`config.mk`:
```
export PLATFORM = sky130hd
export DESIGN_NAME = msi_cache_ctrl
export DESIGN_NICKNAME = d
export VERILOG_FILES = /design/src/rtl/msi_pkg.sv /design/src/rtl/msi_tx_stage.sv /design/src/rtl/msi_ack_tracker.sv /design/src/rtl/msi_cache_ctrl.sv
export SDC_FILE = /design/constraint.sdc
export NUM_CORES = 1
export LEC_CHECK = 0
export ABC_AREA = 1
export ABC_CLOCK_PERIOD_IN_PS = 2800
export BUFFER_PORTS_ARGS = -buffer_cell sky130_fd_sc_hd__buf_2
export CELL_PAD_IN_SITES_DETAIL_PLACEMENT = 0
export CELL_PAD_IN_SITES_GLOBAL_PLACEMENT = 1
export CORE_MARGIN = 1
export CORE_UTILIZATION = 37
export DETAILED_ROUTE_END_ITERATION = 7
export PLACE_DENSITY = 0.76
export SKIP_CTS_REPAIR_TIMING = 1
export SLEW_MARGIN = 20
export SYNTH_ARGS = -nofsm -noshare
export SYNTH_HDL_FRONTEND = slang
export SYNTH_HIERARCHICAL = 1
export SYNTH_SLANG_ARGS = --single-unit
```
`constraint.sdc`:
```
create_clock -name clk -period 2.8 [get_ports clk]
set_input_delay 0.14 -clock clk [delete_from_list [all_inputs] [get_ports clk]]
set_output_delay 0.14 -clock clk [all_outputs]
set_load 0.01 [all_outputs]
```
`src/rtl/msi_pkg.sv`:
```
package msi_pkg;
  typedef enum logic [1:0] {
    OP_LOAD  = 2'd0,
    OP_STORE = 2'd1,
    OP_EVICT = 2'd2
  } cpu_op_e;

  typedef enum logic [3:0] {
    M_GETS      = 4'd0,
    M_GETM      = 4'd1,
    M_PUTS      = 4'd2,
    M_PUTM      = 4'd3,
    M_DATA      = 4'd4,
    M_FWD_GETS  = 4'd5,
    M_FWD_GETM  = 4'd6,
    M_INV       = 4'd7,
    M_INV_ACK   = 4'd8,
    M_PUT_ACK   = 4'd9,
    M_SPEC_GETS = 4'd10,
    M_SPEC_DATA = 4'd11,
    M_SPEC_NACK = 4'd12
  } msg_e;

  typedef enum logic [3:0] {
    ST_I, ST_S, ST_M,
    ST_IS_D,   // load miss, waiting for data
    ST_IM_AD,  // store miss, waiting for data and acks
    ST_IM_A,   // store miss, data in, acks outstanding
    ST_SM_AD,  // upgrade, waiting for data and acks
    ST_MI_A,   // dirty write-back, waiting for PUT_ACK
    ST_SI_A,   // clean drop, waiting for PUT_ACK
    ST_II_A    // line given away during write-back, waiting for PUT_ACK
  } line_st_e;
endpackage

```
`src/rtl/msi_tx_stage.sv`:
```
// Registered send port. Takes up to two messages in one cycle and emits
// them on consecutive cycles; busy is high while the second is held.
module msi_tx_stage #(
  parameter int NW = 2,
  parameter int DW = 16
) (
  input  logic          clk,
  input  logic          rst,
  input  logic          ld_a,
  input  logic [3:0]    a_t,
  input  logic [NW-1:0] a_d,
  input  logic [DW-1:0] a_x,
  input  logic          ld_b,
  input  logic [3:0]    b_t,
  input  logic [NW-1:0] b_d,
  input  logic [DW-1:0] b_x,
  output logic          busy,
  output logic          out_v,
  output logic [3:0]    out_t,
  output logic [NW-1:0] out_d,
  output logic [DW-1:0] out_x
);
  logic          pend_v;
  logic [3:0]    pend_t;
  logic [NW-1:0] pend_d;
  logic [DW-1:0] pend_x;

  assign busy = pend_v;

  always_ff @(posedge clk) begin
    if (rst) begin
      pend_v <= 1'b0;
      pend_t <= '0;
      pend_d <= '0;
      pend_x <= '0;
      out_v  <= 1'b0;
      out_t  <= '0;
      out_d  <= '0;
      out_x  <= '0;
    end else if (pend_v) begin
      out_v  <= 1'b1;
      out_t  <= pend_t;
      out_d  <= pend_d;
      out_x  <= pend_x;
      pend_v <= 1'b0;
    end else begin
      out_v <= ld_a;
      if (ld_a) begin
        out_t <= a_t;
        out_d <= a_d;
        out_x <= a_x;
      end
      pend_v <= ld_a && ld_b;
      if (ld_b) begin
        pend_t <= b_t;
        pend_d <= b_d;
        pend_x <= b_x;
      end
    end
  end
endmodule

```
`src/rtl/msi_ack_tracker.sv`:
```
// Balances the ack count carried by DATA against received INV_ACKs.
// Offers, from registered state only, whether the next event would finish.
module msi_ack_tracker #(
  parameter int NW = 2,
  localparam int CW = NW + 2
) (
  input  logic        clk,
  input  logic        rst,
  input  logic        clear,
  input  logic        data_evt,
  input  logic        ack_evt,
  input  logic [NW:0] acks,
  output logic        done_if_data,
  output logic        done_if_ack
);
  logic [CW-1:0] bal;
  logic          got;
  logic [CW-1:0] acks_x;

  assign acks_x       = {1'b0, acks};
  assign done_if_data = (bal + acks_x) == '0;
  assign done_if_ack  = got && (bal == CW'(1));

  always_ff @(posedge clk) begin
    if (rst || clear) begin
      bal <= '0;
      got <= 1'b0;
    end else if (data_evt) begin
      bal <= bal + acks_x;
      got <= 1'b1;
    end else if (ack_evt) begin
      bal <= bal - CW'(1);
    end
  end
endmodule

```
`src/rtl/msi_cache_ctrl.sv`:
```
module msi_cache_ctrl
  import msi_pkg::*;
#(
  parameter int NW      = 2,
  parameter int DW      = 16,
  parameter int MY_ID   = 1,
  parameter int HOME_ID = 0
) (
  input  logic          clk,
  input  logic          rst,
  input  logic          cpu_req_valid,
  input  logic [1:0]    cpu_req_op,
  input  logic [DW-1:0] cpu_req_wdata,
  output logic          cpu_req_ready,
  output logic          cpu_resp_valid,
  output logic [DW-1:0] cpu_resp_rdata,
  input  logic          rx_valid,
  input  logic [3:0]    rx_type,
  input  logic [NW-1:0] rx_src,
  input  logic [DW-1:0] rx_data,
  input  logic [NW:0]   rx_acks,
  output logic          rx_ready,
  output logic          tx_valid,
  output logic [3:0]    tx_type,
  output logic [NW-1:0] tx_src,
  output logic [NW-1:0] tx_dst,
  output logic [DW-1:0] tx_data
);
  localparam logic [NW-1:0] HOME = NW'(HOME_ID);
  localparam logic [NW-1:0] SELF = NW'(MY_ID);

  line_st_e      st, st_n;
  logic [DW-1:0] line_q, line_n, wbuf_q, wbuf_n;
  logic          pv_q, pv_n, spec_q, spec_n;
  logic [NW-1:0] pid_q, pid_n;
  logic          rv_n;
  logic [DW-1:0] rd_n;

  logic          ld_a, ld_b;
  msg_e          a_t, b_t;
  logic [NW-1:0] a_d, b_d;
  logic [DW-1:0] a_x, b_x;
  logic          tx_busy, stable, acc;
  logic          trk_clr, trk_data, trk_ack, done_if_data, done_if_ack;
  msg_e          rmsg;
  cpu_op_e       cop;

  assign rmsg          = msg_e'(rx_type);
  assign cop           = cpu_op_e'(cpu_req_op);
  assign stable        = (st == ST_I) || (st == ST_S) || (st == ST_M);
  assign cpu_req_ready = stable && !tx_busy && !rx_valid;
  assign rx_ready      = acc;
  assign tx_src        = SELF;

  always_comb begin
    st_n = st;  line_n = line_q;  wbuf_n = wbuf_q;
    pv_n = pv_q;  pid_n = pid_q;  spec_n = spec_q;
    rv_n = 1'b0;  rd_n = line_q;
    ld_a = 1'b0;  a_t = M_DATA;  a_d = HOME;  a_x = line_q;
    ld_b = 1'b0;  b_t = M_DATA;  b_d = HOME;  b_x = line_q;
    acc = 1'b0;  trk_clr = 1'b0;  trk_data = 1'b0;  trk_ack = 1'b0;

    if (rx_valid && !tx_busy) begin
      if (rmsg == M_SPEC_GETS) begin
        acc = 1'b1;  ld_a = 1'b1;  a_d = rx_src;
        a_t = (st == ST_M) ? M_SPEC_DATA : M_SPEC_NACK;
      end else if (rmsg == M_SPEC_DATA || rmsg == M_SPEC_NACK) begin
        acc = 1'b1;
        if (st == ST_IS_D && rmsg == M_SPEC_DATA && !spec_q) begin
          spec_n = 1'b1;  rv_n = 1'b1;  rd_n = rx_data;
        end
      end else begin
        unique case (st)
          ST_S: if (rmsg == M_INV) begin
            acc = 1'b1;  ld_a = 1'b1;  a_t = M_INV_ACK;  a_d = rx_src;
            st_n = ST_I;  pv_n = 1'b1;  pid_n = rx_src;
          end
          ST_M, ST_MI_A: if (rmsg == M_FWD_GETS || rmsg == M_FWD_GETM) begin
            acc = 1'b1;  ld_a = 1'b1;  a_t = M_DATA;  a_d = rx_src;
            ld_b = (rmsg == M_FWD_GETS);
            if (st == ST_M) st_n = (rmsg == M_FWD_GETS) ? ST_S : ST_I;
            else            st_n = (rmsg == M_FWD_GETS) ? ST_SI_A : ST_II_A;
          end else if (rmsg == M_PUT_ACK && st == ST_MI_A) begin
            acc = 1'b1;  st_n = ST_I;
          end
          ST_IS_D: if (rmsg == M_DATA) begin
            acc = 1'b1;  line_n = rx_data;  st_n = ST_S;
            if (!spec_q) begin
              rv_n = 1'b1;  rd_n = rx_data;
            end
          end
          ST_IM_AD, ST_SM_AD: begin
            if (rmsg == M_DATA) begin
              acc = 1'b1;  trk_data = 1'b1;  line_n = rx_data;
              if (done_if_data) begin
                st_n = ST_M;  line_n = wbuf_q;  rv_n = 1'b1;  rd_n = wbuf_q;
              end else begin
                st_n = ST_IM_A;
              end
            end else if (rmsg == M_INV_ACK) begin
              acc = 1'b1;  trk_ack = 1'b1;
            end else if (rmsg == M_INV && st == ST_SM_AD) begin
              acc = 1'b1;  ld_a = 1'b1;  a_t = M_INV_ACK;  a_d = rx_src;
              st_n = ST_IM_AD;
            end
          end
          ST_IM_A: if (rmsg == M_INV_ACK) begin
            acc = 1'b1;  trk_ack = 1'b1;
            if (done_if_ack) begin
              st_n = ST_M;  line_n = wbuf_q;  rv_n = 1'b1;  rd_n = wbuf_q;
            end
          end
          ST_SI_A: if (rmsg == M_INV) begin
            acc = 1'b1;  ld_a = 1'b1;  a_t = M_INV_ACK;  a_d = rx_src;
            st_n = ST_II_A;
          end else if (rmsg == M_PUT_ACK) begin
            acc = 1'b1;  st_n = ST_I;
          end
          ST_II_A: if (rmsg == M_PUT_ACK) begin
            acc = 1'b1;  st_n = ST_I;
          end
          default: ;
        endcase
      end
    end else if (cpu_req_valid && cpu_req_ready) begin
      unique case (cop)
        OP_LOAD: if (st == ST_I) begin
          ld_a = 1'b1;  st_n = ST_IS_D;  spec_n = 1'b0;
          if (pv_q) begin
            a_t = M_SPEC_GETS;  a_d = pid_q;
            ld_b = 1'b1;  b_t = M_GETS;  pv_n = 1'b0;
          end else begin
            a_t = M_GETS;
          end
        end else begin
          rv_n = 1'b1;
        end
        OP_STORE: if (st == ST_M) begin
          line_n = cpu_req_wdata;  rv_n = 1'b1;  rd_n = cpu_req_wdata;
        end else begin
          ld_a = 1'b1;  a_t = M_GETM;  wbuf_n = cpu_req_wdata;  trk_clr = 1'b1;
          st_n = (st == ST_S) ? ST_SM_AD : ST_IM_AD;
        end
        default: begin
          rv_n = 1'b1;
          if (st == ST_M) begin
            ld_a = 1'b1;  a_t = M_PUTM;  st_n = ST_MI_A;
          end else if (st == ST_S) begin
            ld_a = 1'b1;  a_t = M_PUTS;  st_n = ST_SI_A;
          end
        end
      endcase
    end
  end

  always_ff @(posedge clk) begin
    if (rst) begin
      st <= ST_I;  line_q <= '0;  wbuf_q <= '0;
      pv_q <= 1'b0;  pid_q <= '0;  spec_q <= 1'b0;
      cpu_resp_valid <= 1'b0;  cpu_resp_rdata <= '0;
    end else begin
      st <= st_n;  line_q <= line_n;  wbuf_q <= wbuf_n;
      pv_q <= pv_n;  pid_q <= pid_n;  spec_q <= spec_n;
      cpu_resp_valid <= rv_n;
      if (rv_n) cpu_resp_rdata <= rd_n;
    end
  end

  msi_tx_stage #(.NW(NW), .DW(DW)) u_tx (
    .clk(clk), .rst(rst),
    .ld_a(ld_a), .a_t(a_t), .a_d(a_d), .a_x(a_x),
    .ld_b(ld_b), .b_t(b_t), .b_d(b_d), .b_x(b_x),
    .busy(tx_busy),
    .out_v(tx_valid), .out_t(tx_type), .out_d(tx_dst), .out_x(tx_data)
  );

  msi_ack_tracker #(.NW(NW)) u_ack (
    .clk(clk), .rst(rst), .clear(trk_clr),
    .data_evt(trk_data), .ack_evt(trk_ack), .acks(rx_acks),
    .done_if_data(done_if_data), .done_if_ack(done_if_ack)
  );
endmodule

```
==> results.py <==
metrics = {
    "worst_setup_path": {
        "cp-end-kind": "register",
        "cp_common_cell": "a21oi_1",
        "cp_slowest_stage_delay_ns": 0.38,
        "crit_chain": "ha_1 > inv_1 > fa_2 > xnor2_2 > nor2_1 > nand2_1 > a21oi_1 > buf_4 > inv_1 > nand2_1 > nand2_2 > buf_12 > a21oi_1 > a21oi_1 > nor3_1 > nor2_1",
        "crit_path_start_kind": "register",
        "cp.required_ns": 3.06,
        "crit_fanout": 15,
        "slowest_stage": "fa_2",
        "cp.arrival_ns": 2.85,
        "critPathKind": "reg -> reg",
    },
    "sta": {
        "tightest_slew_ns": 0.8190,
        "finalSetupViolCount": 0,
        "finalCriticalPeriod_ns": 2.583,
        "relSlewSlack": 0.4534,
        "min_period_over_period": 0.9226,
        "hold_viol": 0,
        "skew_ns": 0.009796,
        "clock.fmax_ghz": 0.3871,
        "drv_slew": 0,
        "setup_tns_ns": 0,
    },
    "global_routing": {
        "grt_pass1_vias": 7573,
        "antenna_found_initial": 0,
        "grt_start_max_net_pins": 36,
        "grt.total_usage": 0.2552,
        "grt_remaining_overflow": 0,
        "grt_pass1_wl_um": 40450,
    },
    "clock_tree": {
        "clk_pin_slew_ns": 0.08,
        "cts_inserted_buffers": 9,
        "htree_levels": 3,
        "clk_path_buf_depth": 2,
        "cts_root_buffer": "clkbuf_16",
        "clk_latency_ns": 0.37,
        "tritoncts": "done",
        "cts_sinks": 108,
    },
    "routing": {
        "viasPerCell": 4.955,
        "wl_met2_um": 11990,
        "antenna_left": 0,
        "drc_errors": 0,
        "routed_wl_um": 25850,
        "wl_met3_um": 1713,
        "drtPass1Iterations": 5,
        "wl_per_cell_um": 15.58,
        "routed.top_layer": "met4",
        "vias": 8220,
        "met1_length_um": 11560,
        "drt_iter0_drc": 615,
    },
    "die": {
        "core_mm2": 0.01972,
        "placementRows": 51,
        "start_util": 0.3824,
        "die-area_mm2": 0.02095,
        "die_w_um": 144.8,
        "ioPinCount": 91,
        "die_h_um": 144.8,
    },
    "synth": {
        "syn_inst": 1306,
        "async_flop_share": 0,
        "avgSynthCellArea_um2": 5.773,
        "ys_ff_latch": 108,
        "yosysSeqAreaShare": 0.2868,
        "synth_cell_types": 45,
        "yosysWarnings": 6,
        "synthesis.area_mm2": 0.007540,
        "yosysTopAreaCellShare": 0.2868,
        "ys.flop_type": "dfxtp_1",
        "synth-edff-count": 0,
        "synth_area_leaders": "dfxtp_1 29%, nand2_1 20%, nor2_1 10%",
        "yosys.area.top_type": "dfxtp_1",
    },
    "placed_design": {
        "place_hpwl_um": 18290,
        "place.gp.congestion": 0.8648,
        "dpl_cell_area_mm2": 0.008313,
        "io_buffer_count": 88,
    },
    "power": {
        "vdd_drop_max_mv": 0.3155,
        "power.leakage_nw": 4.409,
        "power_density_mw_per_mm2": 682.7,
    },
    "cells_and_area": {
        "final_cell_area_mm2": 0.008681,
        "syn2layout_area_growth_pct": 15.13,
        "fin_util": 0.4403,
        "layout-drive-gt1-share": 0.1456,
        "n_antenna_cell": 0,
        "nets": 1442,
        "layout_common_cells": "406 x nand2_1, 203 x nor2_1, 149 x inv_1",
        "mostFrequentLayoutCell": "nand2_1",
    },
    "worst_hold_path": {
        "hold_path.class": "in -> reg",
    },
    "outcome": {
        "run_status": "finished, final reports clean",
    },
    "flow_run": {
        "drv_cap": 0,
    },
}
## worst max-delay path, delay by kind of cell, from the launching register on
kind	cells	cell delay [ns]
buffers and inverters	4	0.52
AO/OA/AOI/OAI	3	0.34
flip-flops	1	0.34
adder cells (fa/ha/maj)	2	0.54
AND/OR/NAND/NOR	6	0.57
XOR/XNOR	1	0.16
## final cells by class
cell class	instances	area, um^2
fillers	2250	11040
multi-input cells	977	4468
flip-flops and latches	108	2163
repair buffers	129	789.5
inverters	164	625.6
well taps	265	331.6
clock buffers	10	239.0
clock inverters	6	63.81
## cell usage after synthesis (2+ instances only)
library cell  count
nand2_4           5
clkbuf_1         29
nand2_1         408
nor2_1          204
nor2_2            6
nor3_2            2
dfxtp_1         108
nand4_1          10
o211ai_1         22
ha_1              5
nand3_1          61
o21ai_0         106
nor3_1           10
o21ai_1          12
inv_4             2
nand4_4           2
buf_2            17
nand2_2           8
a21oi_2           3
a21oi_1          85
o21ai_2           3
conb_1            2
a31oi_1           2
nor2_4            4
buf_1             3
buf_4             5
clkinv_1          3
inv_1           149
inv_2             9
buf_6             6
## registers in the layout, summed over array words and instances, names as in the netlist, 2 cells and up
signal,cells
u_tx/out_x,16
u_ack/bal,4
u_tx/out_t,4
cpu_resp_rdata,16
pid_q,2
a_x,16
st,4
u_tx/pend_d,2
u_tx/out_d,2
u_tx/pend_t,4
u_tx/pend_x,16
wbuf_q,16
## where the power goes
| group | internal [mW] | switching (mW) | total (mW) |
|---|---|---|---|
| sequential | 1.79 | 0.294 | 2.08 |
| combinational | 0.886 | 1.62 | 2.50 |
| clock | 0.655 | 0.684 | 1.34 |
| total | 3.33 | 2.60 | 5.93 |
## through the flow
step	setup WS [ns]	hold WS [ns]	instances	power (mW)
after global placement	0.2043	0.3882	1639	4.564
after floorplan	0.1721	0.2124	1311	3.789
after detailed placement	0.1444	0.3935	1639	4.572
after global routing	-0.04480	0.02139	1659	6.393
after CTS	0.1128	0.01053	1655	5.928
final	0.2167	0.01581	1659	5.926
## cells by family after synthesis
group,after synthesis,share of synthesized area
and+or+nand+nor,727,0.4033
AOI/OAI and AO/OA,236,0.1694
buffers and inverters,226,0.1274
DFF,108,0.2868
adders and majority gates,6,0.01095
other,2,0.0009961
xor gates and xnor gates,1,0.001162
## path summary, 6_finish.rpt
kind	start	to	slack [ns]	depth (start not counted)
setup / recovery	u_ack/bal[0]$_SDFFE_PP0P_	a_x[14]$_SDFFE_PP0P_	0.22	16
hold reg to reg	wbuf_q[4]$_SDFFE_PP0P_	wbuf_q[4]$_SDFFE_PP0P_	0.48	2
hold / removal	cpu_req_wdata[9]	wbuf_q[9]$_SDFFE_PP0P_	0.02	3
setup reg to reg	u_ack/bal[0]$_SDFFE_PP0P_	a_x[14]$_SDFFE_PP0P_	0.22	16
## layer usage
| layer | vias up | global-route usage |
|---|---|---|
| met5 | - | 0 |
| met2 | 268 | 0.4269 |
| li1 | 4263 | - |
| met1 | 3646 | 0.3279 |
| met3 | 43 | 0.04442 |
| met4 | 0 | 0.09086 |
Note: power is estimated with default switching activity, not from simulation.
